===== src/rtl/t0_tpdu_pkg.sv =====
package t0_tpdu_pkg;
  localparam int BYTE_W    = 8;
  localparam int HDR_BYTES = 5;
  localparam int LEN_W     = 9;
  localparam logic [BYTE_W-1:0] NULL_PB = 8'h60;

  // header collection states first: their encoding is the header byte index
  typedef enum logic [2:0] {
    ST_CLA, ST_INS, ST_P1, ST_P2, ST_P3, ST_PB, ST_RX, ST_TX
  } t0_state_e;

  // byte count of a card-to-reader data phase
  function automatic logic [LEN_W-1:0] out_len(input logic [BYTE_W-1:0] p3);
    return (p3 == '0) ? LEN_W'(256) : LEN_W'(p3);
  endfunction
endpackage


===== src/rtl/t0_hdr_store.sv =====
module t0_hdr_store
  import t0_tpdu_pkg::*;
(
  input  logic                          clk,
  input  logic                          rst_n,
  input  logic                          wr_en,
  input  logic [2:0]                    wr_idx,
  input  logic [BYTE_W-1:0]             wr_byte,
  input  logic                          publish,
  output logic [HDR_BYTES*BYTE_W-1:0]   hdr_flat,
  output logic                          hdr_valid
);
  for (genvar i = 0; i < HDR_BYTES; i++) begin : g_byte
    logic [BYTE_W-1:0] byte_q;
    logic              byte_en;
    assign byte_en = wr_en && (wr_idx == 3'(i));
    always_ff @(posedge clk or negedge rst_n) begin
      if (!rst_n)       byte_q <= '0;
      else if (byte_en) byte_q <= wr_byte;
    end
    assign hdr_flat[(HDR_BYTES-1-i)*BYTE_W +: BYTE_W] = byte_q;
  end

  always_ff @(posedge clk or negedge rst_n) begin
    if (!rst_n) hdr_valid <= 1'b0;
    else        hdr_valid <= publish;
  end
endmodule


===== src/rtl/t0_data_cnt.sv =====
module t0_data_cnt
  import t0_tpdu_pkg::*;
#(
  parameter int CHUNK_LOG2 = 5
) (
  input  logic              clk,
  input  logic              rst_n,
  input  logic              clr,
  input  logic              inc,
  input  logic [BYTE_W-1:0] p3,
  input  logic              in_rx,
  input  logic              in_tx,
  output logic              rx_last,
  output logic              chunk_end,
  output logic              tx_done
);
  localparam int CNT_W = LEN_W + 1;

  logic [CNT_W-1:0] cnt_q, cnt_d, cnt_inc;

  assign cnt_inc = cnt_q + CNT_W'(1);

  always_comb begin
    cnt_d = cnt_q;
    if (clr)      cnt_d = '0;
    else if (inc) cnt_d = cnt_inc;
  end

  always_ff @(posedge clk or negedge rst_n) begin
    if (!rst_n)          cnt_q <= '0;
    else if (clr || inc) cnt_q <= cnt_d;
  end

  assign rx_last   = (cnt_inc == CNT_W'(p3));
  assign chunk_end = (cnt_inc[CHUNK_LOG2-1:0] == '0);
  assign tx_done   = in_tx && (cnt_q >= CNT_W'(out_len(p3)));


  rx_count_below_p3_chk: assert property (@(posedge clk) disable iff (!rst_n)
    in_rx |-> (cnt_q < CNT_W'(p3)));
endmodule


===== src/rtl/t0_null_arb.sv =====
module t0_null_arb
  import t0_tpdu_pkg::*;
(
  input  logic              clk,
  input  logic              rst_n,
  input  logic              in_pb,
  input  logic              tx_en,
  input  logic              wt_half,
  input  logic              tx_ready,
  input  logic              host_valid,
  input  logic [BYTE_W-1:0] host_byte,
  output logic              host_ready,
  output logic              tx_valid,
  output logic [BYTE_W-1:0] tx_byte
);
  logic null_pend_q, null_pend_d, null_pend_en;

  always_comb begin
    null_pend_d = null_pend_q;
    if (null_pend_q && tx_ready) null_pend_d = 1'b0;
    else if (wt_half && in_pb)   null_pend_d = 1'b1;
  end
  assign null_pend_en = (null_pend_d != null_pend_q);

  always_ff @(posedge clk or negedge rst_n) begin
    if (!rst_n)            null_pend_q <= 1'b0;
    else if (null_pend_en) null_pend_q <= null_pend_d;
  end

  assign tx_valid   = null_pend_q || (tx_en && host_valid);
  assign tx_byte    = null_pend_q ? NULL_PB : host_byte;
  assign host_ready = tx_en && !null_pend_q && tx_ready;


  null_from_wt_half_chk: assert property (@(posedge clk) disable iff (!rst_n)
    $rose(null_pend_q) |-> $past(wt_half));

  null_only_in_pb_chk: assert property (@(posedge clk) disable iff (!rst_n)
    null_pend_q |-> in_pb);
endmodule


===== src/rtl/t0_tpdu_ctrl.sv =====
module t0_tpdu_ctrl
  import t0_tpdu_pkg::*;
#(
  parameter int CHUNK_LOG2 = 5
) (
  input  logic        clk,
  input  logic        rst_n,
  input  logic        rx_valid,
  input  logic [7:0]  rx_byte,
  output logic        rx_en,
  output logic        tx_en,
  output logic        tx_valid,
  output logic [7:0]  tx_byte,
  input  logic        tx_ready,
  output logic        hdr_valid,
  output logic [39:0] hdr_data,
  output logic        rxd_valid,
  output logic [7:0]  rxd_byte,
  output logic        rxd_final,
  output logic        rxd_flush,
  input  logic        htx_valid,
  input  logic [7:0]  htx_byte,
  input  logic        htx_pb_tx,
  input  logic        htx_pb_rx,
  input  logic        htx_last,
  input  logic        htx_final,
  output logic        htx_ready,
  output logic        tx_data_done,
  input  logic        wt_half
);
  t0_state_e st_q, st_d;
  logic hdr_wr, publish, cnt_clr, cnt_inc, host_acc;
  logic rx_last, chunk_end;
  logic rxd_valid_d, rxd_final_d, rxd_flush_d;
  logic [BYTE_W-1:0] p3;

  assign p3       = hdr_data[BYTE_W-1:0];
  assign host_acc = htx_valid && htx_ready;
  assign rx_en    = (st_q != ST_PB) && (st_q != ST_TX);
  assign tx_en    = !rx_en;

  always_comb begin
    st_d        = st_q;
    hdr_wr      = 1'b0;
    publish     = 1'b0;
    cnt_clr     = 1'b0;
    cnt_inc     = 1'b0;
    rxd_valid_d = 1'b0;
    rxd_final_d = 1'b0;
    rxd_flush_d = 1'b0;
    case (st_q)
      ST_CLA, ST_INS, ST_P1, ST_P2, ST_P3: begin
        if (rx_valid) begin
          hdr_wr = 1'b1;
          if (st_q == ST_P3) begin
            st_d    = ST_PB;
            publish = 1'b1;
          end else begin
            st_d = t0_state_e'(st_q + 3'd1);
          end
        end
      end
      ST_RX: begin
        if (rx_valid) begin
          rxd_valid_d = 1'b1;
          if (rx_last) begin
            rxd_final_d = 1'b1;
            cnt_clr     = 1'b1;
            st_d        = ST_TX;
          end else begin
            cnt_inc     = 1'b1;
            rxd_flush_d = chunk_end;
          end
        end
      end
      default: begin
        if (host_acc) begin
          if (htx_pb_rx && (st_q == ST_PB || htx_last)) begin
            cnt_clr = 1'b1;
            st_d    = (p3 == '0) ? ST_TX : ST_RX;
          end else if (htx_last && htx_final) begin
            st_d = ST_CLA;
          end else if (st_q == ST_PB && htx_pb_tx) begin
            cnt_clr = 1'b1;
            st_d    = ST_TX;
          end else if (st_q == ST_TX) begin
            cnt_inc = 1'b1;
          end
        end
      end
    endcase
  end

  always_ff @(posedge clk or negedge rst_n) begin
    if (!rst_n) begin
      st_q      <= ST_CLA;
      rxd_valid <= 1'b0;
      rxd_final <= 1'b0;
      rxd_flush <= 1'b0;
      rxd_byte  <= '0;
    end else begin
      st_q      <= st_d;
      rxd_valid <= rxd_valid_d;
      rxd_final <= rxd_final_d;
      rxd_flush <= rxd_flush_d;
      if (rxd_valid_d) rxd_byte <= rx_byte;
    end
  end

  t0_hdr_store u_hdr (
    .clk      (clk),
    .rst_n    (rst_n),
    .wr_en    (hdr_wr),
    .wr_idx   (st_q),
    .wr_byte  (rx_byte),
    .publish  (publish),
    .hdr_flat (hdr_data),
    .hdr_valid(hdr_valid)
  );

  t0_data_cnt #(.CHUNK_LOG2(CHUNK_LOG2)) u_cnt (
    .clk      (clk),
    .rst_n    (rst_n),
    .clr      (cnt_clr),
    .inc      (cnt_inc),
    .p3       (p3),
    .in_rx    (st_q == ST_RX),
    .in_tx    (st_q == ST_TX),
    .rx_last  (rx_last),
    .chunk_end(chunk_end),
    .tx_done  (tx_data_done)
  );

  t0_null_arb u_arb (
    .clk       (clk),
    .rst_n     (rst_n),
    .in_pb     (st_q == ST_PB),
    .tx_en     (tx_en),
    .wt_half   (wt_half),
    .tx_ready  (tx_ready),
    .host_valid(htx_valid),
    .host_byte (htx_byte),
    .host_ready(htx_ready),
    .tx_valid  (tx_valid),
    .tx_byte   (tx_byte)
  );


  hdr_then_pb_chk: assert property (@(posedge clk) disable iff (!rst_n)
    hdr_valid |-> (st_q == ST_PB));

  final_enters_tx_chk: assert property (@(posedge clk) disable iff (!rst_n)
    (rxd_valid && rxd_final) |-> (st_q == ST_TX));

  flush_not_final_chk: assert property (@(posedge clk) disable iff (!rst_n)
    rxd_flush |-> (rxd_valid && !rxd_final));

  idle_state_stable_chk: assert property (@(posedge clk) disable iff (!rst_n)
    (!rx_valid && !host_acc) |=> $stable(st_q));
endmodule


===== config.mk =====
export PLATFORM = sky130hd
export DESIGN_NAME = t0_tpdu_ctrl
export DESIGN_NICKNAME = d
export VERILOG_FILES = /design/src/rtl/t0_tpdu_pkg.sv /design/src/rtl/t0_hdr_store.sv /design/src/rtl/t0_data_cnt.sv /design/src/rtl/t0_null_arb.sv /design/src/rtl/t0_tpdu_ctrl.sv
export SDC_FILE = /design/constraint.sdc
export NUM_CORES = 1
export LEC_CHECK = 0
export ABC_AREA = 1
export BUFFER_PORTS_ARGS = -buffer_cell sky130_fd_sc_hd__buf_2
export CORE_MARGIN = 8
export CORE_UTILIZATION = 40
export DETAILED_ROUTE_END_ITERATION = 7
export PLACE_DENSITY = 0.73
export SLEW_MARGIN = 0
export SYNTH_ARGS = -nofsm -noshare
export SYNTH_HDL_FRONTEND = slang
export SYNTH_SLANG_ARGS = --single-unit
export TNS_END_PERCENT = 5

===== constraint.sdc =====
create_clock -name clk -period 1.75 [get_ports clk]
set_input_delay 0.35 -clock clk [delete_from_list [all_inputs] [get_ports clk]]
set_output_delay 0.35 -clock clk [all_outputs]
set_load 0.01 [all_outputs]

Word-level counts from Yosys, hierarchy flattened:

Cells that the tools add are included.

* logic and storage cells: 101
* output and inout bits: 65
* flip-flop bits (word level): 66
* bits of input ports: 26

* reductions and logical operators: 30
* add/sub/neg operators: 2
* mux-type cells: 41
* order comparisons: 1
* equal/unequal tests: 14

Operators with widths (number)
* 1-bit 2-to-1 mux: 26
* 3-bit 2-to-1 mux: 8
* 10-bit 2-to-1 mux: 2
* 1-bit logical AND: 16
* 3-bit equality test (second input constant): 4
* 10-bit by 1-bit adder with 10-bit output (second input constant): 1
* 10-bit by 8-bit equality test with 1-bit output: 1
* 10-bit by 9-bit greater-or-equal comparator with 1-bit output: 1
* 9-bit 2-to-1 mux: 1
* 8-bit zero test: 1
* 8-bit 2-to-1 mux: 1
* 3-bit by 2-bit equality test with 1-bit output (second input constant): 2
* 2-bit inequality test (second input constant): 3
* 3-bit inequality test (second input constant): 2
* 3-bit one-hot mux with 2 select lines: 1
* 5-bit zero test: 1
* 5-bit AND reduction: 1
* 5-bit nonzero test: 1
* 5-bit OR reduction: 1
* 1-bit one-hot mux with 2 select lines: 2
* 3-bit by 1-bit adder with 3-bit output (second input constant): 1
* 3-bit by 1-bit equality test with 1-bit output (second input constant): 1
* 3-bit zero test: 1
* 1-bit logical OR: 3
* other kinds (5): 6

Logic depth before layout (Yosys ltp):

* depth after elaboration: 10
* gate-level depth with buffers: 14
* mapped depth without buffers: 14

Modules after synthesis:

Synthesis repeated with hierarchy kept, for this count alone.

* cell total of the unflattened synthesis: 481
* area, all modules: 3652.3 µm²

By module, submodules not included
* t0_hdr_store: cells an instance 183, area each 1679.1 µm², instances 1
* t0_data_cnt: cells an instance 152, area each 964.7 µm², instances 1
* t0_tpdu_ctrl: cells an instance 121, area each 879.6 µm², instances 1
* t0_null_arb: cells an instance 25, area each 128.9 µm², instances 1

Least setup slack after synthesis:

Ideal clock, no wire load.

* kind: register -> output
* start: register u_hdr.g_byte[4].byte_q[0]
* end: output port tx_data_done
* stages on the path, launching flop included: 12
* arrival: 1600 ps
* slack: -200 ps
* cells stage by stage: dfrtp_1 -> nor2_1 -> nand3_1 -> nor2_1 -> inv_1 -> ha_1 -> nand2_1 -> nor2_1 -> o211ai_1 -> o2111ai_1 -> o21ai_0 -> inv_1

* longest elaborated chain between the ends: 4

RTL lines
* start: declaration: RTL line t0_hdr_store.sv:14 `logic [BYTE_W-1:0] byte_q;`
* start signal: assignment: RTL line t0_hdr_store.sv:19 `else if (byte_en) byte_q <= wr_byte;`
* 8-bit zero test: RTL line t0_tpdu_pkg.sv:14 `return (p3 == '0) ? LEN_W'(256) : LEN_W'(p3);`
* 9-bit 2-to-1 mux *: RTL line t0_tpdu_pkg.sv:14
* 10-bit by 9-bit greater-or-equal comparator with 1-bit output *: RTL line t0_data_cnt.sv:36 `assign tx_done = in_tx && (cnt_q >= CNT_W'(out_len(p3)));`
* 1-bit logical AND *: RTL line t0_data_cnt.sv:36
* end: declaration: RTL line t0_tpdu_ctrl.sv:28 `output logic tx_data_done,`

Every way passes the cells marked *; elsewhere a longest branch is shown, timed or not.

Final worst setup path:

* start: register u_hdr.g_byte[4].byte_q[3]
* end: output port tx_data_done

Same word-level chain as after synthesis.

==> metrics <==
status=finished, violations left; failing checks=hold timing, setup timing; Die Footprint=0.0120 sq mm; setup violators final=40; Final Max Tran Viols=0; register area share after synthesis=0.473; Power per Cell Area=1680 mW/mm^2; Die W=109 um; DR vias/cell=5.08; post-synth top area share=0.473; TritonCTS Buffers=9; vias in the first global route=3614; Max Cap Viol=0; hold slack=-0.00955 ns; CP Launch Type=flop; WP data arrival=2.08 ns; Reg clk slew, reported paths=0.08 ns; Ant. Diodes=0; clock latency on the worst-skew pair=0.36 ns; Lkg Pwr=2.77 nW; synthesized area per cell=8.00 sq um; ratio of cells with drive above 1 in the final layout=0.439; maximum vdd drop=1020 uV; RSZ-0062 raised after global routing=yes; starting density of the core=0.407; Detailed Place HPWL=7.95 mm; design area=0.00521 sq mm; Yosys reg bits=66; FP Rows=34; Net Count, Synth=480; Critical Path RT=1.40 ns; htree depth=3; root buf cell=clkbuf_8; setup ws final=-0.682 ns; I/O pin count=91; total track usage=0.185; Final min period=2.43 ns; final hold vios=11; Post-Route WL=11.7 mm; Crit. End Element=output pin; I/O Buffers=90; cell accounting for the most synthesized area=dfrtp_1; area of the core=0.00859 sq mm; P&R area growth vs syn=49.1%; Setup CP Type=flop to output pin; post-route ant nets=0; Placed Area=0.00451 sq mm; # fillers=722; cells after synthesis=437; DRT iter0 DRCs=280; GPL Wtd Cong=0.878; final setup TNS=-7.54 ns; Overflow after GRT=0; fmax=0.411 GHz; DRC=0; Worst Path Max Fanout=3; synth warn=0; period utilization=1.39; fin nets=653; initial antenna violation count=0; Clock Path Buffers=2; WL/cell=16.2 um; Sink Count=66; clock skew=0.00956 ns; Netlist Area Pre-Place=0.00349 sq mm; Area contributors post-synth=dfrtp_1 47%, nand2_1 14%, o21ai_0 6.4%; CTS tree=done; Hold Crit Class=input port to async pin; Worst-Margin Slew=0.362 ns; first-pass GRT wire length=17.4 mm; Die Y=109 um; Rel. slew slack=0.758; synth unique cells=34; drt first pass iters=5; largest net degree at the start of global routing=67; Vias=3676
## worst max-delay path, stage by stage, from the launching register on
cell,delay [ns]
dfrtp_1,0.35
inv_1,0.07
buf_4,0.15
ha_1,0.32
a21oi_1,0.22
o21ai_0,0.10
nand2_1,0.07
o2111ai_1,0.10
o21ai_1,0.15
inv_1,0.07
buf_2,0.14
## Yosys cell counts
library cell  instances
and3_1                1
nand3_1              34
nand3_2               4
nor4_1                1
nor2_4                3
inv_1                46
o21a_1                1
or2_2                 2
a21oi_2               1
o21ai_1               2
nor3_1                2
a21oi_1              15
xnor2_1               1
nor2_2                8
nand4_2               1
nor3_2                1
o2111ai_1             1
nor2_1               28
o21ai_0              45
o211ai_1              1
clkbuf_1              6
nand4_1               3
buf_4                 3
buf_2                 1
nand2_2               4
o21bai_1              1
nand2_1             128
ha_1                 17
o21ai_2               1
xor2_1                1
buf_6                 2
or2_4                 1
dfrtp_1              66
inv_2                 5
## flip-flops by register name (all words and copies together), names as in the netlist
name / flops
rxd_flush: 1
rxd_byte: 8
rxd_valid: 1
u_arb.null_pend_q: 1
u_hdr.g_byte.byte_q: 40
u_cnt.cnt_q: 10
u_hdr.hdr_valid: 1
rxd_final: 1
st_q: 3
## routing by layer
| layer | up-vias | track usage | wire length [um] |
|---|---|---|---|
| met5 | - | 0 | 0 |
| met4 | 0 | 0.0482 | 344 |
| met3 | 47 | 0.0627 | 978 |
| met2 | 162 | 0.324 | 6010 |
| met1 | 1719 | 0.212 | 4410 |
| li1 | 1748 | - | - |
## timing repair
item,CTS,global route
buffers inserted,9,13
gates resized for setup,26,57
endpoints found under the setup margin,52,61
pin swaps,8,27
endpoints found under the hold margin,0,0
hold buffers,0,0
## worst paths after layout
check	slack, ns	end	cells past startpoint	startpoint
max	-0.68	tx_data_done	10	u_hdr.g_byte[4].byte_q[3]
min	-0.01	u_cnt.cnt_q[9]	2	rst_n
max reg2reg	-0.46	st_q[0]	16	u_hdr.g_byte[4].byte_q[4]
min reg2reg	0.48	u_hdr.g_byte[1].byte_q[7]	2	u_hdr.g_byte[1].byte_q[7]
max in group asynchronous	1.43	st_q[0]	2	rst_n
min in group clk	0.21	u_arb.null_pend_q	2	tx_ready
## where the power goes
| part | switching [mW] | internal [mW] | leakage [nW] |
|---|---|---|---|
| clock network | 0.644 | 0.843 | 0.109 |
| logic | 2.56 | 2.14 | 1.84 |
| registers | 0.431 | 2.15 | 0.826 |
| total | 3.63 | 5.13 | 2.77 |
## metrics by stage
stage                util  power [mW]  instances  hold slack (ns)  worst slack (ns)
global route        0.606        9.38        723           0.0200            -0.827
floorplan               -        4.54        437           0.0544            -0.133
CTS                 0.571        8.08        711           0.0194            -0.694
detailed placement  0.524        6.39        686            0.393            -0.320
finish              0.606        8.76        723         -0.00955            -0.682
global placement    0.524        6.25        686            0.394            -0.259
## kinds of logic (layout without fill, tap and decap cells)
family	Yosys count	count (layout)	synth area share
buf+inv	63	241	0.0755
fa+ha+maj	17	17	0.0609
xor+xnor	2	2	0.00501
compound gates	68	68	0.103
flops	66	66	0.473
simple gates	221	221	0.283
## layout by cell type, fill, tap and decap left out, types with 12 or more instances in the layout
cell type,Yosys,layout
nand2_1,128,117
buf_2,1,88
buf_4,3,74
dfrtp_1,66,61
o21ai_0,45,40
inv_1,46,36
nand3_1,34,32
nor2_1,28,22
a21oi_1,15,14
inv_2,5,12
## cell type report
type	instances	area, sq um	area share
Clock buffer	10	138	0.0264
Clock inverter	6	88.8	0.0170
Inverter	51	201	0.0387
Multi-Input combinational cell	308	1840	0.353
Sequential cell	66	1660	0.318
Tap cell	108	135	0.0259
Timing Repair Buffer	174	1150	0.220
Power figures use the tool's default switching activity.
